===== config.mk =====
export PLATFORM = sky130hd
export DESIGN_NAME = therm_throttle_ctrl
export DESIGN_NICKNAME = d
export VERILOG_FILES = /design/src/rtl/thr_pkg.sv /design/src/rtl/thr_compare.sv /design/src/rtl/thr_hold_timer.sv /design/src/rtl/thr_fsm.sv /design/src/rtl/thr_irq.sv /design/src/rtl/therm_throttle_ctrl.sv
export SDC_FILE = /design/constraint.sdc
export NUM_CORES = 1
export LEC_CHECK = 0
export BUFFER_PORTS_ARGS = -buffer_cell sky130_fd_sc_hd__buf_2
export CAP_MARGIN = 10
export CORE_MARGIN = 5
export CORE_UTILIZATION = 45
export DETAILED_ROUTE_END_ITERATION = 16
export PLACE_DENSITY = 0.8
export SKIP_LAST_GASP = 1
export SLEW_MARGIN = 10
export SYNTH_ARGS = -nofsm -noshare
export SYNTH_HDL_FRONTEND = slang
export SYNTH_SLANG_ARGS = --single-unit

===== constraint.sdc =====
create_clock -name clk_i -period 2.4 [get_ports clk_i]
set_input_delay 0.48 -clock clk_i [delete_from_list [all_inputs] [get_ports clk_i]]
set_output_delay 0.48 -clock clk_i [all_outputs]
set_load 0.02 [all_outputs]

===== src/rtl/thr_pkg.sv =====
package thr_pkg;
  typedef enum logic [1:0] {
    ST_IDLE = 2'd0,
    ST_DOWN = 2'd1,
    ST_HOLD = 2'd2,
    ST_UP   = 2'd3
  } thr_state_e;

  localparam int IRQ_N    = 3;
  localparam int IRQ_DOWN = 0;
  localparam int IRQ_UP   = 1;
  localparam int IRQ_OOS  = 2;
endpackage


===== src/rtl/thr_compare.sv =====
module thr_compare #(
  parameter int TEMP_W = 8
) (
  input  logic [TEMP_W-1:0] temp_i,
  input  logic [TEMP_W-1:0] trip_thr_i,
  input  logic [TEMP_W-1:0] hyst_i,
  input  logic [TEMP_W-1:0] oos_thr_i,
  output logic              hot_o,
  output logic              cool_o,
  output logic              oos_hot_o
);
  localparam int SUM_W = TEMP_W + 1;

  logic [SUM_W-1:0] temp_plus_hyst;

  // widened sum avoids wrap when hysteresis is large
  assign temp_plus_hyst = {1'b0, temp_i} + {1'b0, hyst_i};
  assign hot_o     = temp_i > trip_thr_i;
  assign cool_o    = temp_plus_hyst < {1'b0, trip_thr_i};
  assign oos_hot_o = temp_i > oos_thr_i;
endmodule


===== src/rtl/thr_hold_timer.sv =====
module thr_hold_timer #(
  parameter int HOLD_CYCLES = 1000
) (
  input  logic clk_i,
  input  logic rst_ni,
  input  logic load_i,
  input  logic run_i,
  output logic expired_o
);
  localparam int CNT_W = (HOLD_CYCLES > 1) ? $clog2(HOLD_CYCLES) : 1;
  localparam logic [CNT_W-1:0] LOAD_V = CNT_W'(HOLD_CYCLES - 1);

  logic [CNT_W-1:0] cnt_q;

  always_ff @(posedge clk_i or negedge rst_ni) begin
    if (!rst_ni) begin
      cnt_q <= '0;
    end else if (load_i) begin
      cnt_q <= LOAD_V;
    end else if (run_i && cnt_q != '0) begin
      cnt_q <= cnt_q - 1'b1;
    end
  end

  assign expired_o = run_i && (cnt_q == '0);
endmodule


===== src/rtl/thr_fsm.sv =====
module thr_fsm
  import thr_pkg::*;
#(
  parameter int OP_W = 4
) (
  input  logic            clk_i,
  input  logic            rst_ni,
  input  logic            hot_i,
  input  logic            cool_i,
  input  logic            expired_i,
  input  logic [OP_W-1:0] low_op_i,
  input  logic [OP_W-1:0] cur_op_i,
  input  logic            xfer_done_i,
  input  logic            xfer_fail_i,
  output logic            req_o,
  output logic [OP_W-1:0] req_op_o,
  output logic            clkmod_en_o,
  output logic            ev_down_o,
  output logic            ev_up_o,
  output logic            tmr_load_o,
  output logic            tmr_run_o
);
  thr_state_e      state_q, state_d;
  logic [OP_W-1:0] saved_op_q;
  logic [OP_W-1:0] req_op_q;
  logic            clkmod_q;
  logic            xfer_end;

  assign xfer_end  = xfer_done_i || xfer_fail_i;
  assign ev_down_o = (state_q == ST_IDLE) && hot_i;
  assign ev_up_o   = (state_q == ST_HOLD) && expired_i && cool_i;
  assign tmr_run_o = (state_q == ST_HOLD);
  assign tmr_load_o = ((state_q == ST_DOWN) && xfer_end) ||
                      ((state_q == ST_HOLD) && expired_i && !cool_i);

  always_comb begin
    state_d = state_q;
    unique case (state_q)
      ST_IDLE: if (hot_i) state_d = ST_DOWN;
      ST_DOWN: if (xfer_end) state_d = ST_HOLD;
      ST_HOLD: if (expired_i && cool_i) state_d = ST_UP;
      ST_UP:   if (xfer_end) state_d = ST_IDLE;
      default: state_d = ST_IDLE;
    endcase
  end

  always_ff @(posedge clk_i or negedge rst_ni) begin
    if (!rst_ni) begin
      state_q    <= ST_IDLE;
      saved_op_q <= '0;
      req_op_q   <= '0;
      clkmod_q   <= 1'b0;
    end else begin
      state_q <= state_d;
      if (ev_down_o) begin
        saved_op_q <= cur_op_i;
        req_op_q   <= low_op_i;
      end
      if (ev_up_o) begin
        req_op_q <= saved_op_q;
        clkmod_q <= 1'b0;
      end else if ((state_q == ST_DOWN) && xfer_fail_i) begin
        clkmod_q <= 1'b1;
      end
    end
  end

  assign req_o       = (state_q == ST_DOWN) || (state_q == ST_UP);
  assign req_op_o    = req_op_q;
  assign clkmod_en_o = clkmod_q;
endmodule


===== src/rtl/thr_irq.sv =====
module thr_irq #(
  parameter int N = 3
) (
  input  logic         clk_i,
  input  logic         rst_ni,
  input  logic [N-1:0] ev_i,
  input  logic [N-1:0] clr_i,
  output logic [N-1:0] pulse_o,
  output logic [N-1:0] sticky_o
);
  for (genvar g = 0; g < N; g++) begin : g_src
    logic pulse_q, sticky_q;
    always_ff @(posedge clk_i or negedge rst_ni) begin
      if (!rst_ni) begin
        pulse_q  <= 1'b0;
        sticky_q <= 1'b0;
      end else begin
        pulse_q <= ev_i[g];
        if (ev_i[g])      sticky_q <= 1'b1;
        else if (clr_i[g]) sticky_q <= 1'b0;
      end
    end
    assign pulse_o[g]  = pulse_q;
    assign sticky_o[g] = sticky_q;
  end
endmodule


===== src/rtl/therm_throttle_ctrl.sv =====
module therm_throttle_ctrl
  import thr_pkg::*;
#(
  parameter int TEMP_W      = 8,
  parameter int OP_W        = 4,
  parameter int HOLD_CYCLES = 1000
) (
  input  logic              clk_i,
  input  logic              rst_ni,
  input  logic [TEMP_W-1:0] temp_i,
  input  logic [TEMP_W-1:0] trip_thr_i,
  input  logic [TEMP_W-1:0] hyst_i,
  input  logic [TEMP_W-1:0] oos_thr_i,
  input  logic [OP_W-1:0]   low_op_i,
  input  logic [OP_W-1:0]   cur_op_i,
  input  logic              xfer_done_i,
  input  logic              xfer_fail_i,
  input  logic [2:0]        clr_i,
  output logic              req_o,
  output logic [OP_W-1:0]   req_op_o,
  output logic              clkmod_en_o,
  output logic [2:0]        irq_o,
  output logic [2:0]        sticky_o
);
  logic hot, cool, oos_hot, oos_hot_q;
  logic expired, tmr_load, tmr_run;
  logic ev_down, ev_up;
  logic [IRQ_N-1:0] ev;

  thr_compare #(.TEMP_W(TEMP_W)) u_cmp (
    .temp_i    (temp_i),
    .trip_thr_i(trip_thr_i),
    .hyst_i    (hyst_i),
    .oos_thr_i (oos_thr_i),
    .hot_o     (hot),
    .cool_o    (cool),
    .oos_hot_o (oos_hot)
  );

  thr_hold_timer #(.HOLD_CYCLES(HOLD_CYCLES)) u_tmr (
    .clk_i    (clk_i),
    .rst_ni   (rst_ni),
    .load_i   (tmr_load),
    .run_i    (tmr_run),
    .expired_o(expired)
  );

  thr_fsm #(.OP_W(OP_W)) u_fsm (
    .clk_i      (clk_i),
    .rst_ni     (rst_ni),
    .hot_i      (hot),
    .cool_i     (cool),
    .expired_i  (expired),
    .low_op_i   (low_op_i),
    .cur_op_i   (cur_op_i),
    .xfer_done_i(xfer_done_i),
    .xfer_fail_i(xfer_fail_i),
    .req_o      (req_o),
    .req_op_o   (req_op_o),
    .clkmod_en_o(clkmod_en_o),
    .ev_down_o  (ev_down),
    .ev_up_o    (ev_up),
    .tmr_load_o (tmr_load),
    .tmr_run_o  (tmr_run)
  );

  // out-of-spec fires on the rising edge of the over-limit condition
  always_ff @(posedge clk_i or negedge rst_ni) begin
    if (!rst_ni) oos_hot_q <= 1'b0;
    else         oos_hot_q <= oos_hot;
  end

  always_comb begin
    ev           = '0;
    ev[IRQ_DOWN] = ev_down;
    ev[IRQ_UP]   = ev_up;
    ev[IRQ_OOS]  = oos_hot && !oos_hot_q;
  end

  thr_irq #(.N(IRQ_N)) u_irq (
    .clk_i   (clk_i),
    .rst_ni  (rst_ni),
    .ev_i    (ev),
    .clr_i   (clr_i),
    .pulse_o (irq_o),
    .sticky_o(sticky_o)
  );
endmodule


==> results of run 1 <==
## per-layer routing
metal | up-vias | part of all wire [%] | track usage (%)
met1 | 866 | 43 | 19.05
met3 | 9 | 5.2 | 3.139
li1 | 1005 | - | -
met4 | 0 | 1.1 | 2.365
met2 | 52 | 51 | 28.64
met5 | - | 0 | 0
## sequential cells by signal, indices dropped and copies added, names as in the netlist
name,count
u_tmr.cnt_q,10
u_fsm.req_op_o,4
u_irq.g_src.sticky_q,3
u_fsm.state_q,2
u_fsm.clkmod_en_o,1
u_fsm.saved_op_q,4
oos_hot_q,1
u_irq.g_src.pulse_q,3
## placed cells by master (no fill, tap or decap), drive strengths merged, types with 4 or more instances in the layout
cell type,n
buf,93
ha,36
inv,29
dfrtp,28
nor2,20
nand2,14
a21oi,14
xnor2,10
o21ai,10
o21a,5
nand4,5
mux2,5
a21o,4
mux2i,4
nor3,4
or2,4
nor2b,4
nor4,4
## final timing paths
path	depth (start not counted)	slack, ns	endpoint	start
max	16	-0.64	u_fsm.state_q[1]	temp_i[0]
min	1	0.20	u_fsm.req_op_o[1]	rst_ni
max reg2reg	6	0.02	u_fsm.state_q[1]	u_tmr.cnt_q[2]
min reg2reg	2	0.50	u_tmr.cnt_q[1]	u_tmr.cnt_q[1]
max in group asynchronous	1	1.80	u_tmr.cnt_q[5]	rst_ni
min in group clk_i	2	0.38	u_irq.g_src[1].sticky_q	clr_i[1]
## layout make-up
cell class	count	share of cell area, %
Clock buffer	3	1.354
Clock inverter	1	0.9848
Inverter	29	3.652
Multi-Input combinational cell	172	49.16
Sequential cell	28	22.98
Tap cell	67	2.749
Timing Repair Buffer	93	19.12
## report_power, final
| part | internal, W | switching [W] | total, W |
|---|---|---|---|
| clock | 0.000223 | 0.000143 | 0.000366 |
| sequential | 0.000617 | 0.0000989 | 0.000716 |
| combinational | 0.000502 | 0.000525 | 0.00103 |
| total | 0.00134 | 0.000767 | 0.00211 |
## Yosys cell counts, drive strengths merged, types with 2 or more instances
master  count  area [sq um]
ha         36         450.4
inv        29         108.9
dfrtp      28         700.7
nor2       20         75.07
a21oi      14         70.07
nand2      14         52.55
o21ai      10         50.04
xnor2      10         87.58
buf         6         45.04
mux2        5         56.30
nand4       5         31.28
o21a        5         37.54
a21o        4         30.03
mux2i       4         40.04
nor2b       4         25.02
nor3        4         20.02
nor4        4         31.28
or2         4         25.02
nand3       3         15.01
xor2        3         26.28
a211oi      2         15.01
o211ai      2         15.01
## stage by stage
stage | hold slack, ns | setup slack [ns]
floorplan | 0.1844 | -0.7607
global placement | 0.4826 | -0.9257
detailed placement | 0.4939 | -0.9795
CTS | 0.2152 | -0.5955
global route | 0.2389 | -0.7704
finish | 0.1975 | -0.6412
## logic make-up (layout without fill, tap and decap cells)
group	after synthesis	count (layout)	share of synthesized area, %
compound gates	48	48	15.11
simple gates	65	65	15.73
xor+xnor	13	13	5.130
flops	28	28	31.57
buf+inv	35	126	6.933
mux	9	9	4.340
fa+ha+maj	37	37	21.19
## repair_timing
action                                  CTS  global route
endpoints found under the setup margin   17            17
setup buffers                             4             6
hold buffers                              0             0
pin swaps                                 7            20
resized for setup                         8            24
==> impl_metrics.toml, run 1 <==
[logic_synthesis]
synth_nets = 319
avgSynthCellArea_sq_um = 9.445
ys_ff_latch = 28
synth-async-reset-ratio_pct = 100.0
yosys_most_used_dff = "dfrtp_1"
yosysSeqAreaShare_pct = 31.57
synth.cell_area_sq_um = 2220
yosysUniqueCellTypes = 44
synth_cells = 235
synth_edf_count = 0
yosys_warnings = 0

[timing]
setup_viol = 17
rsz0062_at_grt = "yes"
finClkSkew_ns = 0.006633
layout_setup_ws_ns = -0.6412
hold_viol_final = 0
finalCriticalPeriod_ns = 3.041
post-route-period-util_pct = 126.7
clock.fmax_mhz = 328.8
fin_setup_tns_ns = -7.507
worst_pin_slew_ns = 0.6048
report.final.slew_viol_count = 0
relSlewSlack_pct = 59.68

[pwr]
ir_worst_vdd_mv = 0.3184
power_density_nw_per_um2 = 691.7
leakage_nw = 1.542
finalPower_w = 0.002109

[setup_path]
slowest_delay_ns = 0.32
critical_path.max_fanout = 3
cp_common_cell = "nor2_2"
crit_family = "compound AO/OA/AOI/OAI gates"
arrival_ns = 3.21
critPathBufInv = 2
critical-path-slowest-cell = "mux2_4"
critPathRequiredTime_ns = 2.57
cp-end-kind = "flop"
critPathLaunchType = "primary input"
crit_type = "in -> reg"
path_cells = "buf_8 > ha_4 > inv_2 > fa_2 > nor2b_2 > o31a_2 > o21a_1 > nor2_2 > xnor2_1 > ha_2 > o21ai_2 > nor2_2 > a21oi_2 > nand4b_4 > a221oi_4 > mux2_4"

[floorplan]
die_x_um = 80.23
initial_core_util_pct = 46.68
placementRows = 25
ioPinCount = 59
die_area_sq_um = 6437
die_h_um = 80.23
coreArea_sq_um = 4755

[job]
drv_cap = 0

[final_layout]
multi_input_area_sq_um = 1499
utilization_pct = 64.13
final_cells = 393
design_area_sq_um = 3049
layout-drive-gt1-share_pct = 41.72
syn_to_final_growth_pct = 37.37
seq_area_sq_um = 700.7
n_antenna_cell = 0
fillCellCount = 403
layout.nets = 411

[clock_network]
cts_buffer_depth = 2
cts-root-buf = "clkbuf_8"
cts_tree = "yes"
path_clk_slew_ns = 0.09
cts_buffers = 3
clkSinkCount = 28
clock_latency_ns = 0.28
htreeDepth = 1

[status]
violations = "setup timing"
status = "finished with violations"

[global_route]
grt_pass1_wl_um = 8142
gr-usage-all-layers_pct = 15.61
antenna_found_initial = 0
grt-ovfl-total = 0
grt_start_max_net_pins = 29
grt_pass1_vias = 1895

[worst_hold_path]
min_path_type = "in -> async"

[drt]
drtAntennaViolNets = 0
wirelength_um = 5153
via_per_inst = 4.916
drt_first_pass_iters = 4
drc = 0
dr_total_vias = 1932
drt_iter0_drc = 81
routedWlPerCell_um = 13.11

[placement]
placed_area_sq_um = 2789
place_hpwl_um = 4096
gp_congestion = 0.8274
place_inst = 381
port_buffers = 58
Note: power is estimated with default switching activity, not from simulation.
==> run 2, diff against run 1 <==
==> constraint.sdc (replaced) <==
create_clock -name clk_i -period 2.85 [get_ports clk_i]
set_input_delay 0.57 -clock clk_i [delete_from_list [all_inputs] [get_ports clk_i]]
set_output_delay 0.57 -clock clk_i [all_outputs]
set_load 0.02 [all_outputs]
==> run 2 against run 1 <==
Compared with the run above:
- the run still ends with setup timing left
- final area is 0.53% higher
- sequential cell count stayed put
- worst setup slack better by 0.28 ns
- critical path depth is 2 higher
- sequential power is 15% lower
- die area stayed put
- combinational power is 5% lower
- largest power group unchanged
==> impl_metrics.toml, run 2 (same netlist as run 1, synthesis figures left out) <==
[status]
status = "finished with violations"
violations = "setup timing"

[global_route]
grt_start_max_net_pins = 29
grt_pass1_wl_um = 9018
grt-ovfl-total = 0
grt_pass1_vias = 2050
gr-usage-all-layers_pct = 17.52
antenna_found_initial = 0

[drt]
dr_total_vias = 1990
drtAntennaViolNets = 0
routedWlPerCell_um = 14.18
wirelength_um = 5546
drt_iter0_drc = 101
drt_first_pass_iters = 4
via_per_inst = 5.090
drc = 0

[placement]
gp_congestion = 0.8040
place_hpwl_um = 4247
place_inst = 377
port_buffers = 58
placed_area_sq_um = 2759
pre_cts_slack_ns = -0.6036

[timing]
hold_viol_final = 0
report.final.slew_viol_count = 0
whs_ns = 0.2870
finClkSkew_ns = 0.003820
worst_pin_slew_ns = 0.5952
post-route-period-util_pct = 112.7
setup_viol = 15
relSlewSlack_pct = 60.32
fin_setup_tns_ns = -3.242
rsz0062_at_grt = "yes"
finalCriticalPeriod_ns = 3.213
clock.fmax_mhz = 311.3
layout_setup_ws_ns = -0.3628

[clock_network]
path_clk_slew_ns = 0.09
clkSinkCount = 28
cts_hold_buf = 0
cts_buffers = 3
cts_tree = "yes"
cts_buffer_depth = 2
cts-root-buf = "clkbuf_8"
htreeDepth = 1
clock_latency_ns = 0.27

[setup_path]
crit_family = "compound AO/OA/AOI/OAI gates"
critPathBufInv = 4
cp_common_cell = "buf_4"
cp-end-kind = "flop"
critPathRequiredTime_ns = 3.06
critPathLaunchType = "primary input"
slowest_delay_ns = 0.33
critical_path.max_fanout = 3
critical-path-slowest-cell = "ha_2"
path_cells = "buf_6 > ha_4 > inv_2 > fa_2 > nor2b_2 > o31a_2 > o21a_1 > nor2_1 > xnor2_1 > ha_2 > o21ai_4 > nor2_4 > a21oi_4 > nand4b_4 > a221oi_4 > buf_4 > buf_4 > o32a_1"
crit_type = "in -> reg"
arrival_ns = 3.43

[final_layout]
layout.nets = 409
syn_to_final_growth_pct = 38.11
top_register = "u_tmr.cnt_q"
final_cells = 391
final_common_cell = "buf_2"
n_antenna_cell = 0
design_area_sq_um = 3065
fillCellCount = 367
largest_reg_flops = 10
layout_common_cells = "buf_2, ha_1, buf_4"
layout-drive-gt1-share_pct = 41.98
seq_area_sq_um = 700.7
multi_input_area_sq_um = 1535

[pwr]
leakage_nw = 1.542
ir_worst_vdd_mv = 0.2845
power_density_nw_per_um2 = 617.1

[floorplan]
ioPinCount = 59
initial_core_util_pct = 46.68
placementRows = 25
die_x_um = 80.23
die_h_um = 80.23
coreArea_sq_um = 4755
die_area_sq_um = 6437

[worst_hold_path]
min_path_type = "in -> async"

[job]
drv_cap = 0
run 2: timing repair:
action                     4_1_cts  5_1_grt
setup endpoints to repair       14       16
resized for setup               19       17
buffers inserted                 7        4
pin swaps                        4        9
run 2: worst paths after layout:
check / start / end / slack, ns / cells after the start
hold / removal: rst_ni / u_fsm.req_op_o[3] / 0.29 / 1
max in group asynchronous: rst_ni / u_fsm.req_op_o[0] / 2.17 / 1
hold reg to reg: u_fsm.clkmod_en_o / u_fsm.clkmod_en_o / 0.51 / 2
setup reg to reg: u_tmr.cnt_q[2] / u_fsm.state_q[0] / 0.42 / 8
setup / recovery: temp_i[0] / u_fsm.state_q[0] / -0.36 / 18
min in group clk_i: clr_i[1] / u_irq.g_src[1].sticky_q / 0.47 / 2
run 2: metal layers:
metal,part of all wire [%],vias to the layer above,wire (um),track usage (%)
li1,-,999,-,-
met1,44,946,2420,21.58
met2,51,38,2832,31.46
met3,4.3,7,239,2.803
met4,0.97,0,54,4.730
met5,0,-,0,0
run 2: final cells by class:
type | instances | share of cell area (%)
clock buffers | 3 | 1.347
clock inverters | 1 | 0.9796
inverters | 29 | 3.551
multi-input cells | 172 | 50.08
flip-flops and latches | 28 | 22.86
well taps | 67 | 2.735
repair buffers | 91 | 18.45
run 2: through the flow:
step / total power (W) / utilization, %
after floorplan: 0.001149 / -
after global placement: 0.001357 / 58.03
after detailed placement: 0.001400 / 58.03
after CTS: 0.001784 / 61.95
after global routing: 0.002021 / 64.47
final: 0.001892 / 64.47
run 2: worst reg2reg max path: stages, from the launching register on:
cell      delay (ns)
dfrtp_1         0.45
or4_4           0.58
nor4_2          0.26
nand2_1         0.17
nand4b_4        0.23
a221oi_4        0.30
buf_4           0.16
buf_4           0.09
o32a_1          0.13
run 2: where the power goes:
group,internal [W],switching [W],leakage [nW]
registers,0.000520,0.0000855,0.322
clock network,0.000188,0.000119,0.0357
logic,0.000477,0.000502,1.18
